$ cat src/rtl/gpio_bank_pkg.sv
package gpio_bank_pkg;
  localparam int unsigned REG_AW = 3;

  typedef enum logic [REG_AW-1:0] {
    REG_DIR = 3'd0,
    REG_OUT = 3'd1,
    REG_MLO = 3'd2,
    REG_MHI = 3'd3,
    REG_IN  = 3'd4
  } reg_sel_e;
endpackage

$ cat src/rtl/gpio_rst_sync.sv
module gpio_rst_sync #(
  parameter int unsigned STAGES = 2
) (
  input  logic clk,
  input  logic rst_n,
  output logic rst_int_n
);
  logic [STAGES-1:0] chain_q;
  logic [STAGES-1:0] chain_d;

  always_comb begin
    chain_d = {chain_q[STAGES-2:0], 1'b1};
  end

  always_ff @(posedge clk or negedge rst_n) begin
    if (!rst_n) chain_q <= '0;
    else        chain_q <= chain_d;
  end

  assign rst_int_n = chain_q[STAGES-1];
endmodule

$ cat src/rtl/gpio_in_sync.sv
module gpio_in_sync #(
  parameter int unsigned WIDTH  = 32,
  parameter int unsigned STAGES = 2
) (
  input  logic             clk,
  input  logic             rst_n,
  input  logic [WIDTH-1:0] din,
  output logic [WIDTH-1:0] dout
);
  logic [WIDTH-1:0] stage_q [STAGES];

  generate
    for (genvar s = 0; s < STAGES; s++) begin : g_stage
      logic [WIDTH-1:0] stage_d;
      if (s == 0) begin : g_first
        assign stage_d = din;
      end else begin : g_next
        assign stage_d = stage_q[s-1];
      end
      always_ff @(posedge clk or negedge rst_n) begin
        if (!rst_n) stage_q[s] <= '0;
        else        stage_q[s] <= stage_d;
      end
    end
  endgenerate

  assign dout = stage_q[STAGES-1];
endmodule

$ cat src/rtl/gpio_out_regs.sv
module gpio_out_regs
  import gpio_bank_pkg::*;
#(
  parameter int unsigned PIN_W = 32
) (
  input  logic              clk,
  input  logic              rst_n,
  input  logic              wr_en,
  input  logic [REG_AW-1:0] addr,
  input  logic [PIN_W-1:0]  wdata,
  output logic [PIN_W-1:0]  dir_q,
  output logic [PIN_W-1:0]  out_q
);
  localparam int unsigned HALF = PIN_W / 2;

  logic [PIN_W-1:0] dir_d;
  logic [PIN_W-1:0] out_d;
  logic             dir_en;
  logic             out_en;
  logic [HALF-1:0]  keep;
  logic [HALF-1:0]  lvl;
  logic [HALF-1:0]  lo_merged;
  logic [HALF-1:0]  hi_merged;

  assign keep = wdata[PIN_W-1:HALF];
  assign lvl  = wdata[HALF-1:0];

  // Per-pin merge for each half: a set mask bit keeps the current level.
  generate
    for (genvar i = 0; i < HALF; i++) begin : g_merge
      assign lo_merged[i] = keep[i] ? out_q[i]      : lvl[i];
      assign hi_merged[i] = keep[i] ? out_q[HALF+i] : lvl[i];
    end
  endgenerate

  always_comb begin
    dir_d  = dir_q;
    out_d  = out_q;
    dir_en = 1'b0;
    out_en = 1'b0;
    if (wr_en) begin
      case (addr)
        REG_DIR: begin
          dir_d  = wdata;
          dir_en = 1'b1;
        end
        REG_OUT: begin
          out_d  = wdata;
          out_en = 1'b1;
        end
        REG_MLO: begin
          out_d  = {out_q[PIN_W-1:HALF], lo_merged};
          out_en = 1'b1;
        end
        REG_MHI: begin
          out_d  = {hi_merged, out_q[HALF-1:0]};
          out_en = 1'b1;
        end
        default: begin
          dir_en = 1'b0;
          out_en = 1'b0;
        end
      endcase
    end
  end

  always_ff @(posedge clk or negedge rst_n) begin
    if (!rst_n)      dir_q <= '0;
    else if (dir_en) dir_q <= dir_d;
  end

  always_ff @(posedge clk or negedge rst_n) begin
    if (!rst_n)      out_q <= '0;
    else if (out_en) out_q <= out_d;
  end
endmodule

$ cat src/rtl/gpio_read_mux.sv
module gpio_read_mux
  import gpio_bank_pkg::*;
#(
  parameter int unsigned PIN_W = 32
) (
  input  logic              rd_en,
  input  logic [REG_AW-1:0] addr,
  input  logic [PIN_W-1:0]  dir_q,
  input  logic [PIN_W-1:0]  out_q,
  input  logic [PIN_W-1:0]  in_q,
  output logic [PIN_W-1:0]  rdata
);
  always_comb begin
    rdata = '0;
    if (rd_en) begin
      case (addr)
        REG_DIR: rdata = dir_q;
        REG_OUT: rdata = out_q;
        REG_IN:  rdata = in_q;
        default: rdata = '0;
      endcase
    end
  end
endmodule

$ cat src/rtl/gpio_mask_bank.sv
module gpio_mask_bank
  import gpio_bank_pkg::*;
#(
  parameter int unsigned PIN_W     = 32,
  parameter int unsigned SYNC_DEPTH = 2
) (
  input  logic              clk,
  input  logic              rst_n,
  input  logic              bus_wr,
  input  logic              bus_rd,
  input  logic [REG_AW-1:0] bus_addr,
  input  logic [PIN_W-1:0]  bus_wdata,
  output logic [PIN_W-1:0]  bus_rdata,
  input  logic [PIN_W-1:0]  pad_in,
  output logic [PIN_W-1:0]  pad_out,
  output logic [PIN_W-1:0]  pad_oe
);
  logic             rst_int_n;
  logic [PIN_W-1:0] dir_q;
  logic [PIN_W-1:0] out_q;
  logic [PIN_W-1:0] in_q;

  gpio_rst_sync #(.STAGES(2)) u_rst (
    .clk       (clk),
    .rst_n     (rst_n),
    .rst_int_n (rst_int_n)
  );

  gpio_in_sync #(.WIDTH(PIN_W), .STAGES(SYNC_DEPTH)) u_sync (
    .clk   (clk),
    .rst_n (rst_int_n),
    .din   (pad_in),
    .dout  (in_q)
  );

  gpio_out_regs #(.PIN_W(PIN_W)) u_regs (
    .clk   (clk),
    .rst_n (rst_int_n),
    .wr_en (bus_wr),
    .addr  (bus_addr),
    .wdata (bus_wdata),
    .dir_q (dir_q),
    .out_q (out_q)
  );

  gpio_read_mux #(.PIN_W(PIN_W)) u_rd (
    .rd_en (bus_rd),
    .addr  (bus_addr),
    .dir_q (dir_q),
    .out_q (out_q),
    .in_q  (in_q),
    .rdata (bus_rdata)
  );

  assign pad_out = out_q;
  assign pad_oe  = dir_q;
endmodule

$ cat config.mk
export PLATFORM = sky130hd
export DESIGN_NAME = gpio_mask_bank
export DESIGN_NICKNAME = d
export VERILOG_FILES = /design/src/rtl/gpio_bank_pkg.sv /design/src/rtl/gpio_rst_sync.sv /design/src/rtl/gpio_in_sync.sv /design/src/rtl/gpio_out_regs.sv /design/src/rtl/gpio_read_mux.sv /design/src/rtl/gpio_mask_bank.sv
export SDC_FILE = /design/constraint.sdc
export NUM_CORES = 1
export LEC_CHECK = 0
export BUFFER_PORTS_ARGS = -buffer_cell sky130_fd_sc_hd__buf_4
export CAP_MARGIN = 20
export CORE_AREA = 4 4 116 96
export DETAILED_ROUTE_END_ITERATION = 8
export DIE_AREA = 0 0 120 100
export GPL_ROUTABILITY_DRIVEN = 0
export PLACE_DENSITY = 0.85
export SYNTH_ARGS = -nofsm -noshare
export SYNTH_HDL_FRONTEND = slang
export SYNTH_SLANG_ARGS = --single-unit
$ cat constraint.sdc
create_clock -name clk -period 5.93 [get_ports clk]
set_input_delay 0 -clock clk [delete_from_list [all_inputs] [get_ports clk]]
set_output_delay 0 -clock clk [all_outputs]
set_load 0.05 [all_outputs]
Word-level counts from Yosys, hierarchy flattened
Index checks and enable logic that the tools add are counted.

Bits of input ports: 71. Bits in read-only memories: 0. Memory bits (writable): 0. Word-level logic and storage cells: 134. Flip-flop bits (word level): 130. Output and inout bits: 96. Memories: 0. Bits in latches: 0.

Eq/ne operators: 36. Divide/modulo/power cells: 0. Bitwise operators: 2. Mux-type cells: 23. Add/subtract/negate cells: 0. Shift-type cells: 0. Order comparisons: 0. Reduce and logical (&&, ||, !) cells: 37. $mul: 0.

Operator list (number): case mux 32 bit (3 select lines) (2); AND reduction 5 bit (32); != test 2 bit (second input constant) (32); 2-to-1 mux 32 bit (1); 2-to-1 mux 1 bit (20); equality test 3 x 2 -> 1 bit (second input constant) (2); nonzero test 2 bit (2); equality test 3 x 1 -> 1 bit (second input constant) (1); equality test 3 bit (second input constant) (1); zero test 3 bit (1); AND reduction 3 bit (1); OR reduction 3 bit (1); inverter 1 bit (2).

Logic depth before layout (Yosys ltp)
Word-level depth: 5. Mapped depth: 6. Mapped depth without buffers: 3.

Cells and area by module
A second synthesis with hierarchy kept.

Cells, all modules: 427. Area total of the unflattened synthesis: 5755.5 um^2.

By module, submodules not included: gpio_out_regs (cells an instance 210, times used 1, area each 2703.8 um^2, sequential area each 1601.5 um^2); gpio_in_sync (cells an instance 64, times used 1, area each 1601.5 um^2, sequential area each 1601.5 um^2); gpio_read_mux (cells an instance 150, times used 1, area each 1396.3 um^2, sequential area each 0.0 um^2); gpio_rst_sync (cells an instance 3, times used 1, area each 53.8 um^2, sequential area each 50.0 um^2).

Worst setup path before layout
Ideal clock, no wire load.

Kind: flip-flop to output port. From: register u_regs.out_q[31]. To: output bus_rdata[31]. Slack: 4.135 ns. Arrival time: 1.795 ns. Cell stages (with the launch flop): 4. Data required time: 5.930 ns. Path buffers: 0. Cells stage by stage: dfrtp_1 -> mux2i_1 -> or2_2 -> a21oi_1.

Cells in the longest elaborated chain, start to end: 2.

RTL lines: from (decl) (line gpio_out_regs.sv:12) `output logic [PIN_W-1:0] out_q`; from (signal assigned) (line gpio_out_regs.sv:74) `else if (out_en) out_q <= out_d;`; case mux 32 bit (3 select lines) (line gpio_read_mux.sv:16) `case (addr)`; 2-to-1 mux 32 bit (line gpio_read_mux.sv:15) `if (rd_en) begin`; to (decl) (line gpio_mask_bank.sv:13) `output logic [PIN_W-1:0] bus_rdata,`.

No other way between the ends.

Worst setup path in the final report
From: input bus_addr[2]. To: register u_regs.dir_q[25].

Cells in the longest elaborated chain, start to end: 4.

RTL lines: from (decl) (line gpio_mask_bank.sv:11) `input logic [REG_AW-1:0] bus_addr,`; zero test 3 bit (*) (line gpio_out_regs.sv:42) `case (addr)`; 2-to-1 mux 1 bit (line gpio_out_regs.sv:42); 2-to-1 mux 1 bit (line gpio_out_regs.sv:41) `if (wr_en) begin`; AND reduction 3 bit (no line) (*); to (signal assigned) (line gpio_out_regs.sv:69) `else if (dir_en) dir_q <= dir_d;`; to (decl) (line gpio_out_regs.sv:11) `output logic [PIN_W-1:0] dir_q,`.

Every way passes the cells marked *; elsewhere a longest branch is shown, timed or not. A chain may end at the register's enable or synchronous reset.

==> impl_summary.log <==
[metrics] Clock Sink Count: between 100 and 150
[metrics] type of element capturing the critical path: flop
[metrics] highest clock rate: between 400 and 500 MHz
[metrics] number of max-slew violations in the final report: 0
[metrics] combined area of the multi-input logic cells: between 1500 and 2000 µm²
[metrics] initial antenna violation count: 1
[metrics] power density of the placed cells: roughly 370 nW/µm²
[metrics] remaining number of nets flagged by the antenna check after routing: 0
[metrics] CTS tree: done
[metrics] kind of critical path: input pin to flop
[metrics] Chip Height: 100 µm
[metrics] Final Skew: ~10 ps
[metrics] H-tree level count: 4
[metrics] via count of the first global-routing pass: between 4,000 and 5,000
[metrics] unrepaired setup endpoints after global routing: false
[metrics] crit path DAT: roughly 2400 ps
[metrics] estimated wirelength of the detail-placed design: around 9600 µm
[metrics] area delta synth->final: 48.0%
[metrics] count of unique library cells instantiated by Yosys: 23
[metrics] post-synthesis net count: around 500
[metrics] met2 GRT Util: 0.454
[metrics] aggregate global-route resource usage: 0.265
[metrics] Ports: 167
[metrics] wire length of the first global-routing pass: between 20,000 and 25,000 µm
[metrics] deepest clock path buffer count: 2
[metrics] Required @ worst endpoint: between 6000 and 7000 ps
[metrics] effective utilization at floorplan: 0.535
[metrics] total die area: between 10,000 and 15,000 µm²
[metrics] Clock Tree Root: clkbuf_16
[metrics] total negative setup slack: 0 ps
[metrics] Worst Setup Start Kind: input pin
[metrics] layer with the highest usage: met2
[metrics] Worst VDD drop: around 0.00024 V
[metrics] number of placement rows: 33
[metrics] Die Width: about 120 µm
[metrics] post-synthesis sequential area ratio: 0.606
[metrics] setup bufs post-CTS: 0
[metrics] share of the core filled with cells in the final layout: 0.792
[metrics] Worst-Margin Slew: about 1000 ps
[metrics] largest net degree at the start of global routing: 75
[metrics] slew margin rel.: 0.314
[metrics] routed vias: about 4,300
[metrics] CP max FO: 40
[metrics] clock transition at the registers of the reported paths: ~60 ps
[metrics] overall power of the completed layout: 2.95 mW
[metrics] combined flip-flop and latch cell area: 3260 µm²
[metrics] number of instances resized during post-cts repair: 0
[metrics] final hold viol count: 0
[metrics] share of the clock period used by the worst path after layout: 0.353
[metrics] number of warnings printed during yosys synthesis: 0
[metrics] Min Clock Period, post-route: 2090 ps
[metrics] final global-route overflow total: 0
[metrics] final-report setup violation count: 0
[metrics] total detailed-routing wirelength: ~15,000 µm
[metrics] port bufs: between 150 and 200
[metrics] Iter 0 DRT Violations: about 260
[metrics] post-detailed-placement cell area: between 6000 and 7000 µm²
[metrics] post-place setup slack: between 3000 and 4000 ps
[metrics] type of the tightest min-delay check: input pin to flop
[metrics] count of placed standard cells including taps: 706
[metrics] final instance count without filler cells: between 800 and 900
[metrics] average vias per placed instance: between 5 and 6
[metrics] leakage power: approximately 3.6 nW
[metrics] fill count: 575
[metrics] flip-flop and latch count after synthesis: 130
[metrics] insertion delay of the later-clocked pin in the worst-skew pair: slightly above 400 ps
[metrics] Max Cap Viol: 0
[metrics] met1 layer usage reported by global route: 0.332
[metrics] post-route worst hold slack: 73.9 ps
[metrics] total iterations of the first detailed-routing run: 4
[metrics] final setup slack of the worst path: approximately 3800 ps
[metrics] count of unresolved DRC violations after routing: 0
[metrics] met3 track utilization from global routing: 0.0732
[metrics] average footprint of a synthesized cell: about 13 µm²
[metrics] CORE AREA: roughly 10,000 µm²
[metrics] number of cells produced by synthesis: ~430
[metrics] average routed wire per standard cell: roughly 19 µm
[metrics] post-route cell area: slightly below 8000 µm²
[metrics] number of buffers inserted for hold repair after clock tree synthesis: between 70 and 80
[metrics] status: finished, final reports clean
[metrics] mapped cell area: roughly 5400 µm²
[metrics] proportion of layout cells with a drive suffix above 1: 0.423
[metrics] total CTS buffers: 17
[metrics] number of nets at the end of the flow: roughly 730
==> routing by layer <==
metal  wire length [µm]  vias to the layer above
li1                   -                     1956
met1               6270                     2162
met2               7720                      187
met3               1230                       20
met4                259                        0
met5                  0                        -
==> area by class of cell <==
| cell class | count | area share |
|---|---|---|
| Antenna cell | 1 | 0.000315 |
| Clock buffer | 18 | 0.0540 |
| Clock inverter | 14 | 0.0134 |
| Multi-Input combinational cell | 267 | 0.246 |
| Sequential cell | 130 | 0.410 |
| Tap cell | 140 | 0.0220 |
| Timing Repair Buffer | 244 | 0.254 |
==> synthesized netlist by cell type <==
master / n / area share
mux2_1: 10 / 0.021
and3b_1: 2 / 0.0033
a211oi_2: 9 / 0.021
buf_6: 6 / 0.013
nor2b_1: 1 / 0.0012
a21oi_1: 48 / 0.045
nand2b_1: 1 / 0.0012
mux2_2: 38 / 0.080
xnor2_4: 1 / 0.0051
dfrtp_1: 130 / 0.61
nor3b_2: 1 / 0.0023
mux2i_1: 32 / 0.060
nor2_1: 16 / 0.011
nand2_1: 48 / 0.034
conb_1: 1 / 0.00070
nor3_2: 1 / 0.0019
buf_2: 7 / 0.0065
a211oi_1: 22 / 0.031
clkbuf_1: 13 / 0.0091
or2_2: 32 / 0.037
nand3b_1: 3 / 0.0042
nor3b_4: 1 / 0.0035
buf_4: 3 / 0.0042
==> flip-flops by register name, summed over array words and instances (netlist names) <==
register,cells
u_regs.out_q,32
u_sync.g_stage.stage_d,32
u_regs.dir_q,32
u_sync.dout,32
u_rst.chain_q,2
==> worst paths after layout <==
kind                                                    start                to  slack, ps  cells after the start
worst max-delay path                              bus_addr[2]  u_regs.dir_q[25]       3840                      5
worst min-delay path                              bus_addr[1]  u_regs.out_q[31]         70                      4
worst max register to register               u_rst.chain_q[1]  u_regs.dir_q[22]       4220                      1
worst min register to register  u_sync.g_stage[1].stage_d[30]   u_sync.dout[30]        350                      0
max in group asynchronous                    u_rst.chain_q[1]  u_regs.dir_q[22]       4220                      1
min in group asynchronous                               rst_n  u_rst.chain_q[1]        470                      3
==> placed cells by master, fill, tap and decap left out, types with 2 or more instances in the layout <==
master         netlist  layout
clkinv_2             0       3
inv_6                0       4
clkinvlp_4           0       4
and3b_1              2       2
or2_2               32      32
a211oi_1            22      22
nand3b_1             3       3
a21oi_1             48      48
clkinv_4             0       3
dlygate4sd3_1        0      75
nand2_1             48      48
dfrtp_1            130     129
clkbuf_16            0      17
mux2_2              38      38
mux2_1              10      10
mux2i_1             32      32
a211oi_2             9       9
nor2_1              16      16
buf_4                3     169
==> cell families (layout without fill, tap and decap cells) <==
| family | Yosys count | count (layout) | share of synthesized area |
|---|---|---|---|
| xor+xnor | 1 | 1 | 0.00513 |
| mux | 80 | 80 | 0.160 |
| other cells | 1 | 2 | 0.000698 |
| compound gates | 79 | 79 | 0.0964 |
| simple gates | 106 | 106 | 0.0995 |
| buf+inv | 29 | 276 | 0.0324 |
| flops | 130 | 130 | 0.606 |
==> power by group <==
| part | switching (mW) | internal, mW |
|---|---|---|
| logic | 0.578 | 0.331 |
| clock network | 0.395 | 0.537 |
| registers | 0.103 | 1.01 |
| total | 1.08 | 1.88 |
==> critical path, cell delays in order <==
cell,delay [ps]
buf_4,230
nand2b_1,660
nor3_4,640
buf_4,430
mux2_2,390
(Power assumes the default switching activity.)
